## src/rtl/ds_pkg.sv

```systemverilog
package ds_pkg;

  localparam int unsigned DS_MAX_W = 8;

  typedef enum logic [1:0] {
    RATIO_X1 = 2'b00,
    RATIO_X4 = 2'b01,
    RATIO_X7 = 2'b10,
    RATIO_X8 = 2'b11
  } ratio_e;

  // Serial bits per word for each selection.
  function automatic int word_len(ratio_e r);
    case (r)
      RATIO_X4: return 4;
      RATIO_X7: return 7;
      RATIO_X8: return 8;
      default:  return 1;
    endcase
  endfunction

endpackage

```

## src/rtl/ds_rst_sync.sv

```systemverilog
module ds_rst_sync #(
  parameter int unsigned STAGES = 2
) (
  input  logic clk,
  input  logic arst_n,
  output logic rst_n
);

  logic [STAGES-1:0] sync_r;

  always_ff @(posedge clk or negedge arst_n) begin
    if (!arst_n) sync_r <= '0;
    else         sync_r <= {sync_r[STAGES-2:0], 1'b1};
  end

  assign rst_n = sync_r[STAGES-1];

endmodule

```

## src/rtl/ds_frame_ctl.sv

```systemverilog
module ds_frame_ctl
  import ds_pkg::*;
#(
  parameter int unsigned POS_W = 4
) (
  input  logic   clk,
  input  logic   rst_n,
  input  logic   bit_en,
  input  logic   frame_stb,
  input  ratio_e ratio_sel,
  input  logic   cal_sel,
  output logic   complete,
  output logic   suppress,
  output ratio_e frame_ratio,
  output ratio_e held_ratio,
  output logic   held_cal
);

  localparam logic [POS_W-1:0] POS_SAT = '1;

  logic [POS_W-1:0] pos_r, pos_d, cur_pos, target;
  ratio_e           ratio_r, ratio_d;
  logic             cal_r, cal_d, eff_cal;
  logic             loaded_r, loaded_d;
  logic             skip_r, skip_d;
  logic             upd, changed;
  int               len;

  always_comb begin
    upd         = bit_en & frame_stb;
    frame_ratio = upd ? ratio_sel : ratio_r;
    eff_cal     = upd ? cal_sel : cal_r;
    len         = word_len(frame_ratio);

    if (frame_ratio == RATIO_X1) target = '0;
    else if (eff_cal)            target = POS_W'(len - 1);
    else                         target = POS_W'(len - 3);

    if (upd)                   cur_pos = '0;
    else if (pos_r == POS_SAT) cur_pos = pos_r;
    else                       cur_pos = pos_r + 1'b1;

    changed  = upd & (~loaded_r | (ratio_sel != ratio_r) | (cal_sel != cal_r));
    complete = bit_en & (cur_pos == target);
    suppress = skip_r | changed;

    pos_d    = bit_en ? cur_pos : pos_r;
    ratio_d  = frame_ratio;
    cal_d    = eff_cal;
    loaded_d = loaded_r | upd;

    if (changed)       skip_d = ~complete;
    else if (complete) skip_d = 1'b0;
    else               skip_d = skip_r;
  end

  always_ff @(posedge clk or negedge rst_n) begin
    if (!rst_n) begin
      pos_r    <= POS_SAT;
      ratio_r  <= RATIO_X8;
      cal_r    <= 1'b0;
      loaded_r <= 1'b0;
      skip_r   <= 1'b1;
    end else begin
      pos_r    <= pos_d;
      ratio_r  <= ratio_d;
      cal_r    <= cal_d;
      loaded_r <= loaded_d;
      skip_r   <= skip_d;
    end
  end

  assign held_ratio = ratio_r;
  assign held_cal   = cal_r;

endmodule

```

## src/rtl/ds_word_asm.sv

```systemverilog
module ds_word_asm
  import ds_pkg::*;
#(
  parameter int unsigned MAX_W = 8
) (
  input  logic             clk,
  input  logic             rst_n,
  input  logic             bit_en,
  input  logic             ser_in,
  input  logic             complete,
  input  logic             suppress,
  input  ratio_e           frame_ratio,
  output logic [MAX_W-1:0] word_out,
  output logic             word_vld
);

  logic [MAX_W-2:0] sh_r, sh_d;
  logic [MAX_W-1:0] full, masked, word_r, word_d;
  logic             vld_r, vld_d;
  logic             take;

  assign full = {sh_r, ser_in};

  // Clear every lane at or above the active width.
  for (genvar g = 0; g < int'(MAX_W); g++) begin : g_lane
    assign masked[g] = full[g] & (g < word_len(frame_ratio));
  end

  always_comb begin
    take   = complete & ~suppress;
    sh_d   = bit_en ? full[MAX_W-2:0] : sh_r;
    word_d = take ? masked : word_r;
    vld_d  = take;
  end

  always_ff @(posedge clk or negedge rst_n) begin
    if (!rst_n) begin
      sh_r   <= '0;
      word_r <= '0;
      vld_r  <= 1'b0;
    end else begin
      sh_r   <= sh_d;
      word_r <= word_d;
      vld_r  <= vld_d;
    end
  end

  assign word_out = word_r;
  assign word_vld = vld_r;

endmodule

```

## src/rtl/ds_deser.sv

```systemverilog
module ds_deser
  import ds_pkg::*;
#(
  parameter int unsigned MAX_W       = DS_MAX_W,
  parameter int unsigned SYNC_STAGES = 2
) (
  input  logic             clk,
  input  logic             arst_n,
  input  logic             bit_en,
  input  logic             frame_stb,
  input  logic             ser_in,
  input  logic [1:0]       ratio_sel,
  input  logic             cal_sel,
  output logic [MAX_W-1:0] word_out,
  output logic             word_vld
);

  localparam int unsigned POS_W = $clog2(MAX_W) + 1;

  logic   rst_n_s;
  logic   complete, suppress;
  ratio_e frame_ratio, held_ratio;
  logic   held_cal;

  ds_rst_sync #(.STAGES(SYNC_STAGES)) u_rst (
    .clk    (clk),
    .arst_n (arst_n),
    .rst_n  (rst_n_s)
  );

  ds_frame_ctl #(.POS_W(POS_W)) u_ctl (
    .clk         (clk),
    .rst_n       (rst_n_s),
    .bit_en      (bit_en),
    .frame_stb   (frame_stb),
    .ratio_sel   (ratio_e'(ratio_sel)),
    .cal_sel     (cal_sel),
    .complete    (complete),
    .suppress    (suppress),
    .frame_ratio (frame_ratio),
    .held_ratio  (held_ratio),
    .held_cal    (held_cal)
  );

  ds_word_asm #(.MAX_W(MAX_W)) u_asm (
    .clk         (clk),
    .rst_n       (rst_n_s),
    .bit_en      (bit_en),
    .ser_in      (ser_in),
    .complete    (complete),
    .suppress    (suppress),
    .frame_ratio (frame_ratio),
    .word_out    (word_out),
    .word_vld    (word_vld)
  );

endmodule

```

## config.mk

```make
export PLATFORM = sky130hd
export DESIGN_NAME = ds_deser
export DESIGN_NICKNAME = d
export VERILOG_FILES = /design/src/rtl/ds_pkg.sv /design/src/rtl/ds_rst_sync.sv /design/src/rtl/ds_frame_ctl.sv /design/src/rtl/ds_word_asm.sv /design/src/rtl/ds_deser.sv
export SDC_FILE = /design/constraint.sdc
export NUM_CORES = 1
export LEC_CHECK = 0
export ABC_CLOCK_PERIOD_IN_PS = 2000
export BUFFER_PORTS_ARGS = -buffer_cell sky130_fd_sc_hd__buf_2
export CAP_MARGIN = 0
export CORE_MARGIN = 2
export CORE_UTILIZATION = 55
export CTS_BUF_LIST = sky130_fd_sc_hd__clkbuf_4
export CTS_CLUSTER_DIAMETER = 120
export CTS_CLUSTER_SIZE = 16
export DETAILED_ROUTE_END_ITERATION = 12
export PLACE_DENSITY = 0.76
export SLEW_MARGIN = 25
export SYNTH_ARGS = -nofsm -noshare
export SYNTH_HDL_FRONTEND = slang
export SYNTH_SLANG_ARGS = --single-unit
```

## constraint.sdc

```tcl
create_clock -name clk -period 2 [get_ports clk]
set_input_delay 0.4 -clock clk [delete_from_list [all_inputs] [get_ports clk]]
set_output_delay 0.4 -clock clk [all_outputs]
set_load 0.01 [all_outputs]
```

==> results.txt <==
----------------------------------------------------
[Outcome]
  Outcome ... finished, violations left
  Violations in the final reports ... negative setup slack

[Synth]
  Simple-Gate Fraction of Synth Area ... 12.5%
  Mean post-synth cell area ... around 12 um^2
  Xor/xnor cell area share of the yosys netlist ... 4.85%
  Synthesized-area fraction occupied by adder cells ... 5.30%
  Unique masters post-synth ... 34
  Ys Warns ... 0
  Synthesized cell area ... ~0.0014 mm^2
  Post-synthesis register bit count ... 27
  Multiplexer fraction of the synthesized cell area ... a little under a fifth
  Net count of the mapped netlist ... roughly 130
  Complex-gate fraction of the synthesized area ... between 6 and 7%
  Combinational family with the most area after synthesis ... multiplexers
  Post-synthesis sequential area ratio ... 48.3%
  Post-Synthesis Cells ... around 110

[Floorplan]
  Horizontal die dimension ... 54.8 um
  IO Count ... 17
  Initial Utilization ... between 50% and 60%
  Placeable core area ... 0.00245 mm^2
  Core Rows ... 18
  Die area ... 0.00300 mm^2
  Y dimension of the die ... approximately 55 um

[Power]
  LEAKAGE ... slightly below 0.9 nW
  Power density over cell area ... 948 mW/mm^2
  Power after layout ... around 1.7 mW
  Worst voltage drop across the vdd grid ... about 0.71 mV

[Worst setup path]
  Reg2reg start ... u_ctl.held_ratio[0]
  Endpoint of the lowest-slack register-to-register path ... u_asm.word_out[2]
  Dominant delay contributor by cell family on the critical path ... multiplexers
  Element type at the critical path end ... register
  Buffers plus inverters on the worst setup path ... 1
  Cell type of the slowest stage on the worst timing path ... dfstp_2
  Most repeated library cell on the critical path ... ha_4
  Max Fanout on Critical Path ... 5
  Worst reg-to-reg setup slack ... -0.75 ns
  Required time worst endpoint ... roughly 2.2 ns
  Critical path depth ... 10
  Worst setup endpoint ... u_asm.word_out[2]
  Cells traversed along the worst timing path ... a21bo_4, nand2_4, inv_4, ha_4, ha_4, a311oi_2, mux2i_1, xor2_1, nand4_4, mux2_4
  Critical Path AT ... between 2 and 3 ns
  Max stage delay on crit path ... around 0.56 ns
  Crit path launch type ... register
  Worst r2r path cells ... 10
  Critical path class ... register to register
  Launch point of the critical path ... u_ctl.held_ratio[0]

[CTS]
  # clock sinks ... 27
  Root buf cell ... clkbuf_4
  Largest buffer count on any clock path ... 2
  Clk slew on worst S/H paths ... about 0.14 ns
  Clock network latency to the later pin of the worst-skew pair ... roughly 0.32 ns
  Number of H-tree levels ... 1
  CTS tree ... built
  Number of buffers inserted during clock tree synthesis ... 3

[Timing]
  Final hold violation count ... 0
  Clock period minus final worst setup slack ... between 2 and 3 ns
  RSZ-0062 raised after global routing ... true
  Final Cycle Share ... 137%
  Final worst slack ... -0.747 ns
  Maximum frequency from static timing analysis ... between 300 and 400 MHz
  Count of final setup violators ... 10
  Worst setup skew after layout ... between 0.005 and 0.006 ns
  Total negative setup slack ... -6.95 ns
  Worst hold margin ... between 0.2 and 0.25 ns
  Max-slew violation count ... 0

[Finish]
  Post-route core utilization ... between 70 and 80%
  Fraction of layout cells with a size suffix above 1 ... between 50% and 60%
  Synth-to-layout area growth ... 28.7%
  Post-Layout Cell Count ... 189
  ANT cells ... 0
  Post-layout instance area ... approximately 0.0018 mm^2
  Nets ... 174

[Global route]
  Number of global-route vias before repair ... 1,012
  Largest net degree at the start of global routing ... 26
  Number of antenna violations at the first check in global routing ... 0
  First-pass GRT wire length ... 4.61 mm
  Overall global routing resource usage ... roughly 22%
  Overflow left after global routing ... 0

[Detailed routing]
  Count of antenna-violating nets left after detailed routing ... 0
  Total number of vias ... around 960
  Remaining design rule violation count ... 0
  First DRT Iteration DRCs ... 7
  Pre-Repair DR Iteration Count ... 4
  Total wire length after detailed routing ... approximately 2.7 mm
  Detailed-route vias per instance ... slightly above 5
  Average detailed-routed wire length per instance ... 14.2 um

[Placed design]
  Total cell area at the placement stage ... about 0.0017 mm^2
  Detailed placer's ending HPWL ... slightly below 2 mm
  Number of placed cells counting well taps ... 179
  Port buffer count ... 16
  Gpl congestion ... between 0.7 and 0.8
  Placement Setup Slack ... -0.811 ns

[Flow run]
  Max-cap check violation count ... 0

[Hold path]
  Path type of the worst min-delay path ... register to async pin

----------------------------------------------------
-- how the worst min path moves through the flow --
stage / startpoint / end / cells after the start
after floorplan: arst_n / u_rst.sync_r[0] / 0
after CTS: u_rst.sync_r[1] / u_ctl.held_cal / 1
after global placement: arst_n / u_rst.sync_r[0] / 1
after detailed placement: arst_n / u_rst.sync_r[0] / 1
after global routing: u_rst.sync_r[1] / u_ctl.loaded_r / 1
final: u_rst.sync_r[1] / u_asm.sh_r[3] / 1
-- synth_stat cells (all sizes together) --
cell type,number,area [um^2]
nand4,1,21.3
nand3,3,15.0
o22ai,1,6.26
clkbuf,1,3.75
a41oi,2,17.5
a21oi,1,5.00
a22o,1,8.76
nor2,5,18.8
inv,9,33.8
a311oi,1,8.76
nand2,6,27.5
or2b,1,7.51
xor2,1,8.76
xnor2,6,60.1
dfrtp,20,500
a31oi,1,6.26
mux2i,8,80.1
dfstp,7,184
conb,1,3.75
mux2,15,191
nor2b,6,37.5
a21bo,1,10.0
and4,1,8.76
ha,6,75.1
o21ai,2,10.0
nand2b,2,12.5
nand3b,1,7.51
a21boi,1,7.51
buf,1,11.3
o211ai,1,7.51
nor4,1,21.3
-- power breakdown --
group	total [mW]	internal, mW	switching [mW]
clock network	0.243	0.0916	0.152
logic	0.682	0.368	0.314
registers	0.804	0.710	0.0937
total	1.73	1.17	0.559
-- final cells by class --
cell class	count	area, um^2
fill	176	631
multi-input combinational	76	739
tap	30	37.5
clock buffer	4	30.0
timing repair buffer	43	297
sequential	27	684
inverter	9	36.3
-- cells by family (layout without fill, tap and decap cells) --
logic type | after synthesis | count (layout)
and+or+nand+nor | 27 | 27
AOI/OAI and AO/OA | 12 | 12
DFF | 27 | 27
adders and majority gates | 6 | 6
buffers and inverters | 11 | 56
muxes | 23 | 23
other | 1 | 1
xor gates and xnor gates | 7 | 7
-- registers in the layout (all words and copies together), names as in the netlist --
signal,count
u_ctl.held_cal,1
u_asm.word_vld,1
u_rst.sync_r,2
u_asm.word_out,8
u_ctl.skip_r,1
u_ctl.held_ratio,2
u_ctl.loaded_r,1
u_asm.sh_r,7
u_ctl.pos_r,4
-- layout by cell type, fill, tap and decap left out, types with 4 or more instances in the layout --
master,synthesis,final
dfrtp_1,20,20
buf_2,0,16
nor2_1,5,5
mux2_2,9,9
buf_4,0,23
mux2i_1,8,8
inv_1,9,7
xnor2_1,5,5
ha_1,6,4
mux2_4,6,6
dfstp_2,7,7
clkbuf_4,0,4
nor2b_1,6,6
nand2_1,4,4
-- routing by layer --
| layer | vias up | share of wire (%) | wire length (um) | global-route usage (%) |
|---|---|---|---|---|
| met5 | - | 0 | 0 | 0 |
| met4 | 0 | 1.8 | 48 | 8.33 |
| met3 | 7 | 2.2 | 59 | 3.83 |
| met2 | 12 | 50 | 1350 | 36.7 |
| met1 | 463 | 46 | 1220 | 28.9 |
| li1 | 482 | - | - | - |
-- timing repair --
action                                 CTS  global route
setup buffers                            6             3
hold buffers                             1             0
resized for setup                        5             2
endpoints found under the hold margin    2             0
setup endpoints to repair               10            10
pin swaps                                2             3
Power figures use the tool's default switching activity.
